<file path="config.mk">
export PLATFORM = sky130hd
export DESIGN_NAME = irq_route_regs
export DESIGN_NICKNAME = d
export VERILOG_FILES = /design/src/rtl/irw_pkg.sv /design/src/rtl/irw_decode.sv /design/src/rtl/irw_entry.sv /design/src/rtl/irq_route_regs.sv
export SDC_FILE = /design/constraint.sdc
export NUM_CORES = 2
export LEC_CHECK = 0
export BUFFER_PORTS_ARGS = -buffer_cell sky130_fd_sc_hd__buf_4
export CAP_MARGIN = 20
export CORE_MARGIN = 5
export CORE_UTILIZATION = 30
export CTS_BUF_LIST = sky130_fd_sc_hd__clkbuf_16
export CTS_CLUSTER_SIZE = 10
export DETAILED_ROUTE_END_ITERATION = 7
export GPL_ROUTABILITY_DRIVEN = 1
export PLACE_DENSITY = 0.49
export SLEW_MARGIN = 20
export SYNTH_ARGS = -nofsm -noshare
export SYNTH_HDL_FRONTEND = slang
export SYNTH_HIERARCHICAL = 1
export SYNTH_SLANG_ARGS = --single-unit
</file>
<file path="constraint.sdc">
create_clock -name clk -period 2.9 [get_ports clk]
set_input_delay 0.29 -clock clk [delete_from_list [all_inputs] [get_ports clk]]
set_output_delay 0.29 -clock clk [all_outputs]
set_load 0.02 [all_outputs]
</file>
<file path="src/rtl/irw_pkg.sv">
package irw_pkg;
   localparam int unsigned IDX_W       = 8;
   localparam logic [7:0]  OFS_INDEX   = 8'h00;
   localparam logic [7:0]  OFS_WINDOW  = 8'h10;
   localparam logic [7:0]  SEL_ID      = 8'h00;
   localparam logic [7:0]  SEL_VER     = 8'h01;
   localparam logic [7:0]  SEL_ARB     = 8'h02;
   localparam logic [7:0]  SEL_TBL     = 8'h10;

   localparam int unsigned B_VEC   = 0;
   localparam int unsigned B_DMODE = 8;
   localparam int unsigned B_DSTM  = 11;
   localparam int unsigned B_RIRR  = 14;
   localparam int unsigned B_TRIG  = 15;
   localparam int unsigned B_MASK  = 16;
   localparam int unsigned B_DEST  = 56;

   localparam logic [63:0] ENTRY_RST = 64'h0000_0000_0001_0000;

   typedef enum logic [1:0] {
      SZ_BYTE  = 2'd0,
      SZ_HALF  = 2'd1,
      SZ_WORD  = 2'd2,
      SZ_DWORD = 2'd3
   } xfer_size_e;

   function automatic logic [31:0] extend_wdata(input xfer_size_e sz, input logic [31:0] d);
      case (sz)
         SZ_BYTE: extend_wdata = {24'h0, d[7:0]};
         SZ_HALF: extend_wdata = {16'h0, d[15:0]};
         default: extend_wdata = d;
      endcase
   endfunction
endpackage

</file>
<file path="src/rtl/irw_decode.sv">
module irw_decode
   import irw_pkg::*;
#(
   parameter int unsigned NUM_PINS = 24,
   parameter int unsigned PIN_W    = 5
) (
   input  logic [7:0]       ofs,
   input  logic [7:0]       idx,
   input  logic [1:0]       size,
   input  logic [31:0]      wdata,
   output logic             at_index,
   output logic             at_window,
   output logic             sel_id,
   output logic             sel_ver,
   output logic             sel_arb,
   output logic             sel_tbl,
   output logic             tbl_hi,
   output logic [PIN_W-1:0] tbl_pin,
   output logic [31:0]      wdata_ext
);
   localparam logic [6:0] NP7 = 7'(NUM_PINS);

   logic [6:0] ent_num;
   logic [7:0] rel_idx;

   assign rel_idx   = idx - SEL_TBL;
   assign ent_num   = rel_idx[7:1];
   assign at_index  = (ofs == OFS_INDEX);
   assign at_window = (ofs == OFS_WINDOW);
   assign sel_id    = (idx == SEL_ID);
   assign sel_ver   = (idx == SEL_VER);
   assign sel_arb   = (idx == SEL_ARB);
   assign sel_tbl   = (idx >= SEL_TBL) && (ent_num < NP7);
   assign tbl_hi    = idx[0];
   assign tbl_pin   = ent_num[PIN_W-1:0];
   assign wdata_ext = extend_wdata(xfer_size_e'(size), wdata);
endmodule

</file>
<file path="src/rtl/irw_entry.sv">
module irw_entry
   import irw_pkg::*;
#(
   parameter bit CLEAR_WINS = 1'b1
) (
   input  logic        clk,
   input  logic        rst_n,
   input  logic        wr_lo,
   input  logic        wr_hi,
   input  logic [31:0] wdata,
   input  logic        rirr_set,
   output logic [63:0] ent_q
);
   logic rirr_nxt;

   generate
      if (CLEAR_WINS) begin : g_clear_first
         assign rirr_nxt = wr_lo ? 1'b0 : (rirr_set | ent_q[B_RIRR]);
      end else begin : g_set_first
         assign rirr_nxt = rirr_set ? 1'b1 : (ent_q[B_RIRR] & ~wr_lo);
      end
   endgenerate

   always_ff @(posedge clk or negedge rst_n) begin
      if (!rst_n) begin
         ent_q <= ENTRY_RST;
      end else begin
         if (wr_lo) ent_q[31:0]  <= wdata;
         if (wr_hi) ent_q[63:32] <= wdata;
         ent_q[B_RIRR] <= rirr_nxt;
      end
   end

   assert_rirr_clear_R8: assert property (@(posedge clk) disable iff (!rst_n)
      (wr_lo && CLEAR_WINS) |=> !ent_q[B_RIRR]);
   assert_entry_hold_R7: assert property (@(posedge clk) disable iff (!rst_n)
      !(wr_lo || wr_hi) |=> ($stable(ent_q[63:32]) && $stable(ent_q[13:0]) && $stable(ent_q[31:15])));
endmodule

</file>
<file path="src/rtl/irq_route_regs.sv">
module irq_route_regs
   import irw_pkg::*;
#(
   parameter int unsigned NUM_PINS   = 24,
   parameter int unsigned ADDR_W     = 32,
   parameter logic [7:0]  VERSION    = 8'h11,
   parameter bit          CLEAR_WINS = 1'b1,
   localparam int unsigned PIN_W     = (NUM_PINS > 1) ? $clog2(NUM_PINS) : 1
) (
   input  logic                  clk,
   input  logic                  rst_n,
   input  logic [ADDR_W-1:0]     bus_addr,
   input  logic [1:0]            bus_size,
   input  logic [31:0]           bus_wdata,
   input  logic                  bus_wr,
   input  logic                  bus_rd,
   output logic [31:0]           bus_rdata,
   input  logic [NUM_PINS-1:0]   pin_level,
   input  logic [NUM_PINS-1:0]   rirr_set,
   output logic [8*NUM_PINS-1:0] tbl_vector,
   output logic [3*NUM_PINS-1:0] tbl_dmode,
   output logic [NUM_PINS-1:0]   tbl_destmode,
   output logic [NUM_PINS-1:0]   tbl_level,
   output logic [NUM_PINS-1:0]   tbl_mask,
   output logic [8*NUM_PINS-1:0] tbl_dest,
   output logic [NUM_PINS-1:0]   tbl_rirr,
   output logic                  mask_evt,
   output logic [PIN_W-1:0]      mask_evt_pin,
   output logic                  mask_evt_val,
   output logic                  svc_evt,
   output logic [PIN_W-1:0]      svc_evt_pin
);
   localparam logic [7:0] PIN_MAX = 8'(NUM_PINS - 1);

   generate
      if (NUM_PINS < 1 || NUM_PINS > 120) begin : g_bad_pins
         $error("NUM_PINS must lie in 1..120");
      end
      if (ADDR_W < 9) begin : g_bad_addr
         $error("ADDR_W must exceed 8");
      end
   endgenerate

   logic [7:0]       idx_q;
   logic [3:0]       id_q;
   logic [NUM_PINS-1:0] req_q;
   logic [63:0]      ent_arr [NUM_PINS];

   logic             at_index, at_window, sel_id, sel_ver, sel_arb, sel_tbl, tbl_hi;
   logic [PIN_W-1:0] tbl_pin;
   logic [31:0]      wdata_ext;
   logic             unused_addr;

   assign unused_addr = ^bus_addr[ADDR_W-1:8];

   irw_decode #(.NUM_PINS(NUM_PINS), .PIN_W(PIN_W)) u_dec (
      .ofs       (bus_addr[7:0]),
      .idx       (idx_q),
      .size      (bus_size),
      .wdata     (bus_wdata),
      .at_index  (at_index),
      .at_window (at_window),
      .sel_id    (sel_id),
      .sel_ver   (sel_ver),
      .sel_arb   (sel_arb),
      .sel_tbl   (sel_tbl),
      .tbl_hi    (tbl_hi),
      .tbl_pin   (tbl_pin),
      .wdata_ext (wdata_ext)
   );

   logic win_wr, tbl_wr, wr_lo_any;
   assign win_wr    = bus_wr && at_window;
   assign tbl_wr    = win_wr && sel_tbl;
   assign wr_lo_any = tbl_wr && !tbl_hi;

   genvar gi;
   generate
      for (gi = 0; gi < NUM_PINS; gi++) begin : g_pin
         logic hit;
         assign hit = tbl_wr && (tbl_pin == PIN_W'(gi));
         irw_entry #(.CLEAR_WINS(CLEAR_WINS)) u_ent (
            .clk      (clk),
            .rst_n    (rst_n),
            .wr_lo    (hit && !tbl_hi),
            .wr_hi    (hit && tbl_hi),
            .wdata    (wdata_ext),
            .rirr_set (rirr_set[gi]),
            .ent_q    (ent_arr[gi])
         );
         assign tbl_vector[8*gi +: 8]  = ent_arr[gi][B_VEC +: 8];
         assign tbl_dmode[3*gi +: 3]   = ent_arr[gi][B_DMODE +: 3];
         assign tbl_destmode[gi]       = ent_arr[gi][B_DSTM];
         assign tbl_level[gi]          = ent_arr[gi][B_TRIG];
         assign tbl_mask[gi]           = ent_arr[gi][B_MASK];
         assign tbl_dest[8*gi +: 8]    = ent_arr[gi][B_DEST +: 8];
         assign tbl_rirr[gi]           = ent_arr[gi][B_RIRR];
      end
   endgenerate

   logic [63:0] cur_ent;
   logic        new_trig, mask_chg, svc_now;
   assign cur_ent  = ent_arr[tbl_pin];
   assign new_trig = wr_lo_any ? wdata_ext[B_TRIG] : cur_ent[B_TRIG];
   assign mask_chg = wr_lo_any && (wdata_ext[B_MASK] != cur_ent[B_MASK]);
   assign svc_now  = tbl_wr && new_trig && req_q[tbl_pin];

   logic [31:0] win_val;
   always_comb begin
      win_val = '1;
      if (sel_id || sel_arb)  win_val = {4'h0, id_q, 24'h0};
      else if (sel_ver)       win_val = {8'h0, PIN_MAX, 8'h0, VERSION};
      else if (sel_tbl)       win_val = tbl_hi ? cur_ent[63:32] : cur_ent[31:0];
   end

   always_ff @(posedge clk or negedge rst_n) begin
      if (!rst_n) begin
         idx_q        <= '0;
         id_q         <= '0;
         req_q        <= '0;
         bus_rdata    <= '0;
         mask_evt     <= 1'b0;
         mask_evt_pin <= '0;
         mask_evt_val <= 1'b0;
         svc_evt      <= 1'b0;
         svc_evt_pin  <= '0;
      end else begin
         req_q    <= pin_level;
         mask_evt <= mask_chg;
         svc_evt  <= svc_now;
         if (mask_chg) begin
            mask_evt_pin <= tbl_pin;
            mask_evt_val <= wdata_ext[B_MASK];
         end
         if (svc_now) svc_evt_pin <= tbl_pin;
         if (bus_wr && at_index) idx_q <= wdata_ext[7:0];
         if (win_wr && sel_id)   id_q  <= wdata_ext[27:24];
         if (bus_rd) begin
            if (at_index)       bus_rdata <= {24'h0, idx_q};
            else if (at_window) bus_rdata <= win_val;
            else                bus_rdata <= '0;
         end
      end
   end

   assert_mask_evt_R9: assert property (@(posedge clk) disable iff (!rst_n)
      mask_evt |-> (ent_arr[mask_evt_pin][B_MASK] == mask_evt_val));
   assert_svc_level_R10: assert property (@(posedge clk) disable iff (!rst_n)
      svc_evt |-> ent_arr[svc_evt_pin][B_TRIG]);
   assert_idx_hold_R2: assert property (@(posedge clk) disable iff (!rst_n)
      !(bus_wr && at_index) |=> $stable(idx_q));
   assert_rdata_hold_R12: assert property (@(posedge clk) disable iff (!rst_n)
      !bus_rd |=> $stable(bus_rdata));
   assert_oor_quiet_R7: assert property (@(posedge clk) disable iff (!rst_n)
      (win_wr && !sel_tbl) |=> (!mask_evt && !svc_evt));
endmodule

</file>
==> qor.yml <==
outcome: "finished with violations"
violations: "setup timing"
ff_latch_area_um2: 40500
netSwitchingFraction: 0.254
crit_type: "register to register"
finalCritPeriodShare: 1.01
cts_tree: "done"
n_fill_cell: 25100
synth_area_leaders: "dfrtp_1, mux2_4, mux4_2"
clkPwrFrac: 0.467
cts_max_path_buffers: 3
synth_area_um2: 80900
layout_commonest_cell: "dfrtp_1"
power.density_nw_per_um2: 478
grt_pass1_vias: 51200
core-area_um2: 268000
seq_area_frac_synth: 0.501
routabilityCongestion: 0.800
grt_max_degree: 118
die_y_um: 529
ir_drop_uv: 668
ff2ff_setup_slack_ns: -0.04
cp.required_ns: 3.63
ys.flop_type: "dfrtp_1"
first_pass_iters: 5
wl_um: 297000
fin_ws_ns: -0.0363
yosysTopAreaCell: "dfrtp_1"
grt_first_pass_wirelength_um: 416000
hp-class: "input pin to register"
synth-seq-cells: 1617
antenna_found_initial: 16
hold_depth: 2
ant_nets: 0
final_cell_mix: "dfrtp_1, mux2_4, buf_4"
cts_max_level: 4
syn_inst: 4842
dp_cells: 9260
finalSetupViolations: 16
routedWlPerCell_um: 30.8
synth_top_area_frac: 0.493
relSlewSlack: 0.345
min_period_ns: 2.94
p_int_mw: 35.7
dpl.hpwl_um: 204000
combPwrFrac: 0.060
worstPathArrival_ns: 3.67
async_reset_ff_frac: 1.00
reg2reg_from: "idx_q[4]"
endpoint_kind: "register"
ys_types: 68
fin_skew_ns: 0.0654
dieArea_um2: 280000
min_from: "pin_level[13]"
layout.cells.non_filler: 9661
pin_count: 715
drive_above_1_share: 0.567
nNetsFinal: 6109
die_x_um: 529
drt-initial-drc-count: 3495
area_growth_pct: 23.6
io_buffers: 690
worst_slew_pin_slew_ns: 0.979
cts.sinks: 1617
worstReg2RegEnd: "bus_rdata[27]"
yosys_warnings: 6
avgSynthCellArea_um2: 16.7
rr_worst_depth: 11
start_kind: "register"
cts_buffers: 193
rsz0062_at_grt: "yes"
via_per_inst: 5.05
postLayoutCoreUtil: 0.373
vias: 48800
rows: 190
drv_slew: 0
grt-ovfl-total: 0
clk_pin_slew_ns: 0.06
p_seq_frac: 0.474
worst_hold_path.endpoint: "req_q[13]"
p_leak_nw: 45.9
max_clock_freq_mhz: 341
grtUsageTotal: 0.205
multi_input_area_um2: 36700
netSwitchingPower_mw: 12.1
synth_edf_count: 0
crit_fanout: 5
synth_nets: 4962
power_mw: 47.8
drc: 0
drv_cap: 0
place_ws_ns: -0.737
initial_utilization: 0.302
cts_root_buf: "clkbuf_16"
hold_viol_final: 0
insertion_delay_ns: 0.88
-- cell families (layout without fill, tap and decap cells) --
| family | after synthesis | in the layout | synth area share |
|---|---|---|---|
| muxes | 2137 | 2137 | 0.393 |
| and+or+nand+nor | 307 | 307 | 0.0184 |
| other | 0 | 7 | 0 |
| DFF | 1617 | 1617 | 0.501 |
| AOI/OAI and AO/OA | 390 | 390 | 0.0334 |
| buffers and inverters | 389 | 1649 | 0.0537 |
| adders and majority gates | 2 | 2 | 0.000309 |
-- metal layers --
metal | up-vias | share of wire | track usage
li1 | 20300 | - | -
met1 | 26700 | 0.47 | 0.294
met2 | 1375 | 0.46 | 0.320
met3 | 334 | 0.055 | 0.0406
met4 | 2 | 0.022 | 0.0463
met5 | - | 0.000044 | 0
-- worst max-delay path, stage by stage, from the launching register on --
cell and delay (ns):
dfrtp_2 0.43, clkinv_4 0.10, ha_4 0.14, or4b_4 0.51, nor4b_4 0.34, nor3_2 0.09
nand2_2 0.14, a21oi_4 0.09, o31a_1 0.24, a222oi_1 0.39, buf_4 0.23, o211ai_1 0.10
-- synthesized netlist by cell type, types with 36 or more instances --
master    number
a21oi_1       59
buf_12       144
buf_2         75
buf_6         50
clkbuf_1      78
dfrtp_1     1593
mux2_2       115
mux2_4      1420
mux2i_1      347
mux4_2       253
nand2_1      101
nand3_1       36
nor2_1        63
o22ai_1       87
-- what timing repair did --
item                                     CTS  global route
buffers inserted                          10            18
resized for setup                         42            47
hold buffers                              54             0
pin swaps                                  9            11
gates cloned                               2             7
endpoints found under the hold margin   1167             0
endpoints found under the setup margin   630           467
-- metrics by stage --
| step | instance area [um^2] | hold slack [ns] | TNS (ns) |
|---|---|---|---|
| finish | 99900 | 0.0729 | -0.153 |
| global route | 99900 | 0.0409 | -0.278 |
| CTS | 99400 | 0.00448 | -0.0332 |
| detailed placement | 93000 | 0.217 | -797.00 |
| global placement | 93000 | 0.213 | -947.29 |
| floorplan | 80900 | -0.00559 | 0 |
-- cell type report --
cell class,instances,area share
inverter,12,0.000551
sequential,1617,0.405
clock buffer,194,0.0486
antenna,7,0.000175
tap,3552,0.0445
clock inverter,114,0.00760
multi-input combinational,2836,0.368
timing repair buffer,1329,0.126
-- worst max path at each step --
stage	from	endpoint	slack [ns]	depth (start not counted)
2_1_floorplan	idx_q[4]	g_pin[14].u_ent/ent_q[17]	0.11	11
3_3_place_gp	bus_addr[2]	g_pin[2].u_ent/ent_q[48]	-0.84	13
3_5_place_dp	bus_addr[2]	g_pin[2].u_ent/ent_q[45]	-0.74	13
4_1_cts	idx_q[2]	bus_rdata[27]	-0.009	8
5_1_grt	idx_q[4]	bus_rdata[27]	-0.09	11
6_report	idx_q[4]	bus_rdata[27]	-0.04	11
-- power by group through the flow --
stage                     sequential [mW]  clock (mW)  combinational, mW
after floorplan                      23.0           0               1.03
after global placement               23.0           0               2.74
after detailed placement             23.0           0               2.76
after CTS                            22.6        23.0               2.85
after global routing                 22.6        23.8               3.04
final                                22.6        22.3               2.84
-- state kept, by name, indices dropped and copies added (netlist names) --
signal / cells
g_pin.u_ent/ent_q: 1536
bus_rdata: 32
req_q: 24
idx_q: 8
mask_evt_pin: 5
svc_evt_pin: 5
id_q: 4
mask_evt: 1
mask_evt_val: 1
svc_evt: 1
No activity file was read; power rests on OpenSTA's default activity.
